File: config.mk
export PLATFORM = sky130hd
export DESIGN_NAME = async_serial_xcvr
export DESIGN_NICKNAME = d
export VERILOG_FILES = /design/src/rtl/async_serial_xcvr.sv
export SDC_FILE = /design/constraint.sdc
export NUM_CORES = 1
export LEC_CHECK = 0
export BUFFER_PORTS_ARGS = -buffer_cell sky130_fd_sc_hd__buf_2
export CORE_MARGIN = 1
export CORE_UTILIZATION = 31
export CTS_CLUSTER_DIAMETER = 50
export DETAILED_ROUTE_END_ITERATION = 7
export PLACE_DENSITY = 0.44
export SLEW_MARGIN = 15
export SYNTH_ARGS = -nofsm -noshare
export SYNTH_HDL_FRONTEND = slang
export SYNTH_SLANG_ARGS = --single-unit
File: constraint.sdc
create_clock -name clk -period 3.3 [get_ports clk]
set_input_delay 0.33 -clock clk [delete_from_list [all_inputs] [get_ports clk]]
set_output_delay 0.33 -clock clk [all_outputs]
set_load 0.01 [all_outputs]
File: src/rtl/async_serial_xcvr.sv
module async_serial_xcvr #(
  parameter int CW = 8
) (
  input  logic       clk,
  input  logic       rst_n,
  input  logic       baud_tick,
  input  logic [1:0] stop_sel,
  input  logic [1:0] char_len,
  input  logic       par_en,
  input  logic       par_odd,
  input  logic [1:0] clk_fac,
  input  logic       brk_req,
  input  logic [7:0] tx_data,
  input  logic       tx_load,
  output logic       tx_busy,
  output logic       txd,
  input  logic       rxd,
  output logic [7:0] rx_data,
  output logic       rx_valid,
  output logic       rx_par_err,
  output logic       rx_frm_err,
  output logic       rx_break
);

  typedef enum logic [2:0] {T_IDLE, T_ARM, T_START, T_DATA, T_PAR, T_STOP} tx_st_t;
  typedef enum logic [2:0] {R_IDLE, R_START, R_DATA, R_PAR, R_STOP, R_FIN, R_BRKW} rx_st_t;

  logic          async_en;
  logic [CW-1:0] n_bit, n_half, n_stop;
  logic [2:0]    n_last;
  logic [7:0]    dmask;

  assign async_en = |stop_sel;
  assign n_half   = n_bit >> 1;
  assign n_last   = 3'd4 + {1'b0, char_len};
  assign dmask    = 8'hFF >> (2'd3 - char_len);

  always_comb begin
    case (clk_fac)
      2'b00:   n_bit = CW'(1);
      2'b01:   n_bit = CW'(16);
      2'b10:   n_bit = CW'(32);
      default: n_bit = CW'(64);
    endcase
    case (stop_sel)
      2'b10:   n_stop = n_bit + ((n_bit + CW'(1)) >> 1);
      2'b11:   n_stop = n_bit << 1;
      default: n_stop = n_bit;
    endcase
  end

  // transmitter
  tx_st_t        tx_st;
  logic [CW-1:0] tx_cnt;
  logic [7:0]    tx_sh;
  logic [2:0]    tx_idx;
  logic          tx_pbit, txd_q;

  assign tx_busy = (tx_st != T_IDLE);
  assign txd     = txd_q;

  always_ff @(posedge clk) begin
    if (!rst_n) begin
      tx_st   <= T_IDLE;
      tx_cnt  <= '0;
      tx_sh   <= '0;
      tx_idx  <= '0;
      tx_pbit <= 1'b0;
      txd_q   <= 1'b1;
    end else if (!async_en || brk_req) begin
      tx_st <= T_IDLE;
      txd_q <= !async_en;
    end else begin
      case (tx_st)
        T_IDLE: begin
          txd_q <= 1'b1;
          if (tx_load) begin
            tx_sh   <= tx_data & dmask;
            tx_pbit <= (^(tx_data & dmask)) ^ par_odd;
            tx_st   <= T_ARM;
          end
        end
        T_ARM: if (baud_tick) begin
          txd_q  <= 1'b0;
          tx_cnt <= n_bit - CW'(1);
          tx_st  <= T_START;
        end
        default: if (baud_tick) begin
          if (tx_cnt != '0) tx_cnt <= tx_cnt - CW'(1);
          else begin
            tx_cnt <= n_bit - CW'(1);
            case (tx_st)
              T_START: begin
                txd_q  <= tx_sh[0];
                tx_idx <= '0;
                tx_st  <= T_DATA;
              end
              T_DATA: begin
                if (tx_idx == n_last) begin
                  if (par_en) begin
                    txd_q <= tx_pbit;
                    tx_st <= T_PAR;
                  end else begin
                    txd_q  <= 1'b1;
                    tx_cnt <= n_stop - CW'(1);
                    tx_st  <= T_STOP;
                  end
                end else begin
                  tx_sh  <= tx_sh >> 1;
                  txd_q  <= tx_sh[1];
                  tx_idx <= tx_idx + 3'd1;
                end
              end
              T_PAR: begin
                txd_q  <= 1'b1;
                tx_cnt <= n_stop - CW'(1);
                tx_st  <= T_STOP;
              end
              default: tx_st <= T_IDLE;
            endcase
          end
        end
      endcase
    end
  end

  // receiver
  rx_st_t        rx_st;
  logic [CW-1:0] rx_cnt;
  logic [7:0]    rx_sh;
  logic [2:0]    rx_idx;
  logic          rx_ones, rx_acc, rx_frm;
  logic [7:0]    rx_data_q;
  logic          rx_valid_q, rx_perr_q, rx_frm_q, rx_brk_q;

  assign rx_data    = rx_data_q;
  assign rx_valid   = rx_valid_q;
  assign rx_par_err = rx_perr_q;
  assign rx_frm_err = rx_frm_q;
  assign rx_break   = rx_brk_q;

  always_ff @(posedge clk) begin
    if (!rst_n) begin
      rx_st      <= R_IDLE;
      rx_cnt     <= '0;
      rx_sh      <= '0;
      rx_idx     <= '0;
      rx_ones    <= 1'b0;
      rx_acc     <= 1'b0;
      rx_frm     <= 1'b0;
      rx_data_q  <= '0;
      rx_valid_q <= 1'b0;
      rx_perr_q  <= 1'b0;
      rx_frm_q   <= 1'b0;
      rx_brk_q   <= 1'b0;
    end else begin
      rx_valid_q <= 1'b0;
      if (!async_en) rx_st <= R_IDLE;
      else if (baud_tick) begin
        case (rx_st)
          R_IDLE: if (!rxd) begin
            rx_sh   <= '0;
            rx_idx  <= '0;
            rx_ones <= 1'b0;
            rx_acc  <= par_odd;
            if (n_bit == CW'(1)) begin
              rx_cnt <= '0;
              rx_st  <= R_DATA;
            end else begin
              rx_cnt <= n_half - CW'(1);
              rx_st  <= R_START;
            end
          end
          R_BRKW: if (rxd) rx_st <= R_IDLE;
          default: begin
            if (rx_cnt != '0) rx_cnt <= rx_cnt - CW'(1);
            else begin
              rx_cnt <= n_bit - CW'(1);
              case (rx_st)
                R_START: rx_st <= rxd ? R_IDLE : R_DATA;
                R_DATA: begin
                  rx_sh[rx_idx] <= rxd;
                  rx_ones       <= rx_ones | rxd;
                  rx_acc        <= rx_acc ^ rxd;
                  rx_idx        <= rx_idx + 3'd1;
                  if (rx_idx == n_last) rx_st <= par_en ? R_PAR : R_STOP;
                end
                R_PAR: begin
                  rx_ones <= rx_ones | rxd;
                  rx_acc  <= rx_acc ^ rxd;
                  rx_st   <= R_STOP;
                end
                R_STOP: begin
                  rx_frm  <= !rxd;
                  rx_ones <= rx_ones | rxd;
                  rx_cnt  <= n_bit - n_half - CW'(1);
                  rx_st   <= R_FIN;
                end
                default: begin
                  rx_valid_q <= 1'b1;
                  rx_data_q  <= rx_sh;
                  rx_perr_q  <= par_en & rx_acc;
                  rx_frm_q   <= rx_frm;
                  rx_brk_q   <= !rx_ones;
                  rx_st      <= rx_ones ? R_IDLE : R_BRKW;
                end
              endcase
            end
          end
        endcase
      end
    end
  end

endmodule

==> summary.txt <==
DRC violations left: 0
Layout Utilization: 0.379
# port buffers: 35
Crit path launch type: flop
Unique masters post-synth: 70
RSZ-0062 raised after global routing: false
CP bufs+invs: 2
Syn Area/Cell: 7.77 sq um
Pint: 0.00165 W
Final setup viols: 0
Register area share after synthesis: 0.307
Main synth FF type: dfxtp_1
Status: complete, no violations
Total number of vias: 3,769
Most used routing layer: met2
Share of layout cells above drive strength 1: 0.140
Synth warnings: 0
Die height: 115 um
Tmin final: 2590 ps
First-pass GRT wire length: 18.3 mm
Num rows: 40
Die X: 115 um
Clk slew on worst S/H paths: 60 ps
RD Place Congestion: 0.805
Post-DR wirelength/cell: 15.5 um
DIE AREA: 0.0133 sq mm
Syn Std Cell Area: 0.00397 sq mm
Grt ovf: 0
Starting DRT DRC Count: 282
Layout Skew: 5.15 ps
Synth async-reset ratio: 0
Post-CTS setup buffers: 0
Number of H-tree levels: 3
Net Count, Synth: 548
Switching Power: 0.000640 W
Relative slew slack: 0.482
Worst vdd ir: 0.198 mV
Fin. max-slew vios: 0
CTS Sinks: 61
GRT Util Overall: 0.177
Critical path class: reg -> reg
Clock share of power: 0.478
FF+latch count, synth: 61
CTS max path bufs: 2
Worst-margin pin slew: 769 ps
CTS tree: done
Cell Chain, Critical Path: inv_1 -> ha_1 -> nor4b_2 -> nand2_1 -> or4_4 -> a2111oi_4 -> buf_4 -> nor2_1 -> a311oi_1
Share of power burned in combinational logic: 0.178
Synth Instances: 511
TritonCTS Buffers: 9
Setup TNS: 0 ps
Dpl hpwl: 7.87 mm
Hold Crit Class: in -> reg
Critical path data required time: 3540 ps
Crit Path Max Fanout: 15
Switch share: 0.279
Hold_buf cts: 0
Effective utilization at floorplan: 0.324
GR met1 Demand/Resource: 0.248
Diodes inserted: 0
Number of I/O pins: 36
CP delay by family, top: simple AND/OR/NAND/NOR gates
Largest net degree at the start of global routing: 29
Final period util: 0.784
Vias in the first global route: 3,503
Highest-delay cell along the critical path: or4_4
Core area: 0.0123 sq mm
Cts repair resizes: 0
Initial antenna violation count: 0
Area growth syn-to-layout: 17.0%
# nets final: 573
CP max stage delay: 450 ps
Root Driver: clkbuf_16
Count of flip-flops with a built-in enable after synthesis: 0
Achievable Freq: 0.386 GHz
Leakage power: 1.72 nW
Hold Vio Cnt, Final: 0
Reg power frac: 0.344
Post-route ant nets: 0
TritonRoute pass-1 iters: 5
DR vias/cell: 5.32
GR Layer Usage met2: 0.272
PwrDens: 493 mW/mm^2
Worst EP arrival: 2830 ps
Skew-Pair Late Insertion Delay: 330 ps
M3 GR Usage: 0.0348
Max-Cap Viols: 0
CP Capture Type: flop
Routed WL: 11.0 mm
-- kinds of logic (layout without fill, tap and decap cells) --
kind of cell               count (synthesis)  after routing  synth area share
and+or+nand+nor                          194            194             0.238
DFF                                       61             61             0.307
AOI/OAI and AO/OA                        145            145             0.252
adders and majority gates                 15             15            0.0473
muxes                                     17             17            0.0432
buffers and inverters                     53             83            0.0548
xor gates and xnor gates                  26             26            0.0573
-- state kept, by name (all words and copies together) (netlist names), 3 cells and up --
name     flops
rx_idx       3
rx_sh        8
tx_sh        8
tx_cnt       8
tx_idx       3
tx_st        3
rx_data      8
rx_cnt       8
rx_st        3
-- power by group through the flow --
stage                     sequential (W)  combinational (W)  clock, W
after global placement          0.000803           0.000407         0
after floorplan                 0.000792           0.000301         0
after global routing            0.000792           0.000456   0.00115
final                           0.000788           0.000408   0.00110
after CTS                       0.000787           0.000408   0.00113
after detailed placement        0.000804           0.000405         0
-- through the flow --
stage | worst slack, ps | instance area (sq um) | hold slack (ps) | power, W | instances
2_1_floorplan | 926 | 3970 | 434 | 0.00109 | 511
3_3_place_gp | 758 | 4310 | 454 | 0.00121 | 693
3_5_place_dp | 693 | 4310 | 455 | 0.00121 | 693
4_1_cts | 715 | 4650 | 277 | 0.00232 | 709
5_1_grt | 486 | 4650 | 294 | 0.00240 | 709
6_report | 712 | 4650 | 284 | 0.00229 | 709
-- tightest hold or removal path, stage by stage --
cell and delay, ps:
buf_2 110, nand2_1 50, a311oi_1 70
-- path summary, 6_finish.rpt --
path	start	end	slack [ps]	cells past startpoint
worst max-delay path	tx_cnt[0]	tx_sh[1]	710	9
worst min-delay path	tx_data[0]	tx_sh[0]	280	3
worst max register to register	tx_cnt[0]	tx_sh[1]	710	9
worst min register to register	rx_sh[0]	rx_sh[0]	460	2
-- final cells by class --
class / instances / area [sq um]
Clock inverter: 6 / 111
Tap cell: 168 / 210
Sequential cell: 61 / 1220
Inverter: 22 / 82.6
Fill cell: 1317 / 7620
Multi-Input combinational cell: 397 / 2540
Clock buffer: 10 / 229
Timing Repair Buffer: 45 / 250
-- layer usage --
metal,part of all wire,vias up
met5,0,-
met4,0.0083,0
met3,0.033,8
met2,0.45,78
met1,0.50,1777
li1,-,1906
-- Yosys cell counts, types with 6 or more instances --
cell      number  area share
a211oi_1       9       0.017
a21oi_1       38       0.048
a311oi_1       9       0.020
a31oi_1        7       0.011
clkbuf_1      26       0.025
dfxtp_1       61        0.31
ha_1          15       0.047
inv_1         21       0.020
mux2i_1       16       0.040
nand2_1       53       0.050
nand2b_1       9       0.014
nand3_1       13       0.016
nor2_1        59       0.056
nor3_1        18       0.023
o211ai_1      13       0.025
o21a_1         6       0.011
o21ai_0       24       0.030
or3_1          8       0.013
xnor2_1       20       0.044
xor2_1         6       0.013
-- layout by cell type (no fill, tap or decap), drive strengths merged, types with 4 or more instances in the layout --
cell type  count
nand2b         9
and2           6
clkbuf        10
a21oi         38
nand4          4
dfxtp         61
or3            8
inv           21
o21a           6
buf           45
nand2         53
ha            15
a31oi          7
o21ai         25
mux2i         16
o22ai          4
nor2          60
o211ai        13
nor3          18
nand3         13
a2111oi        4
a211oi        10
xnor2         20
a311oi        10
xor2           6
(Power assumes the default switching activity.)
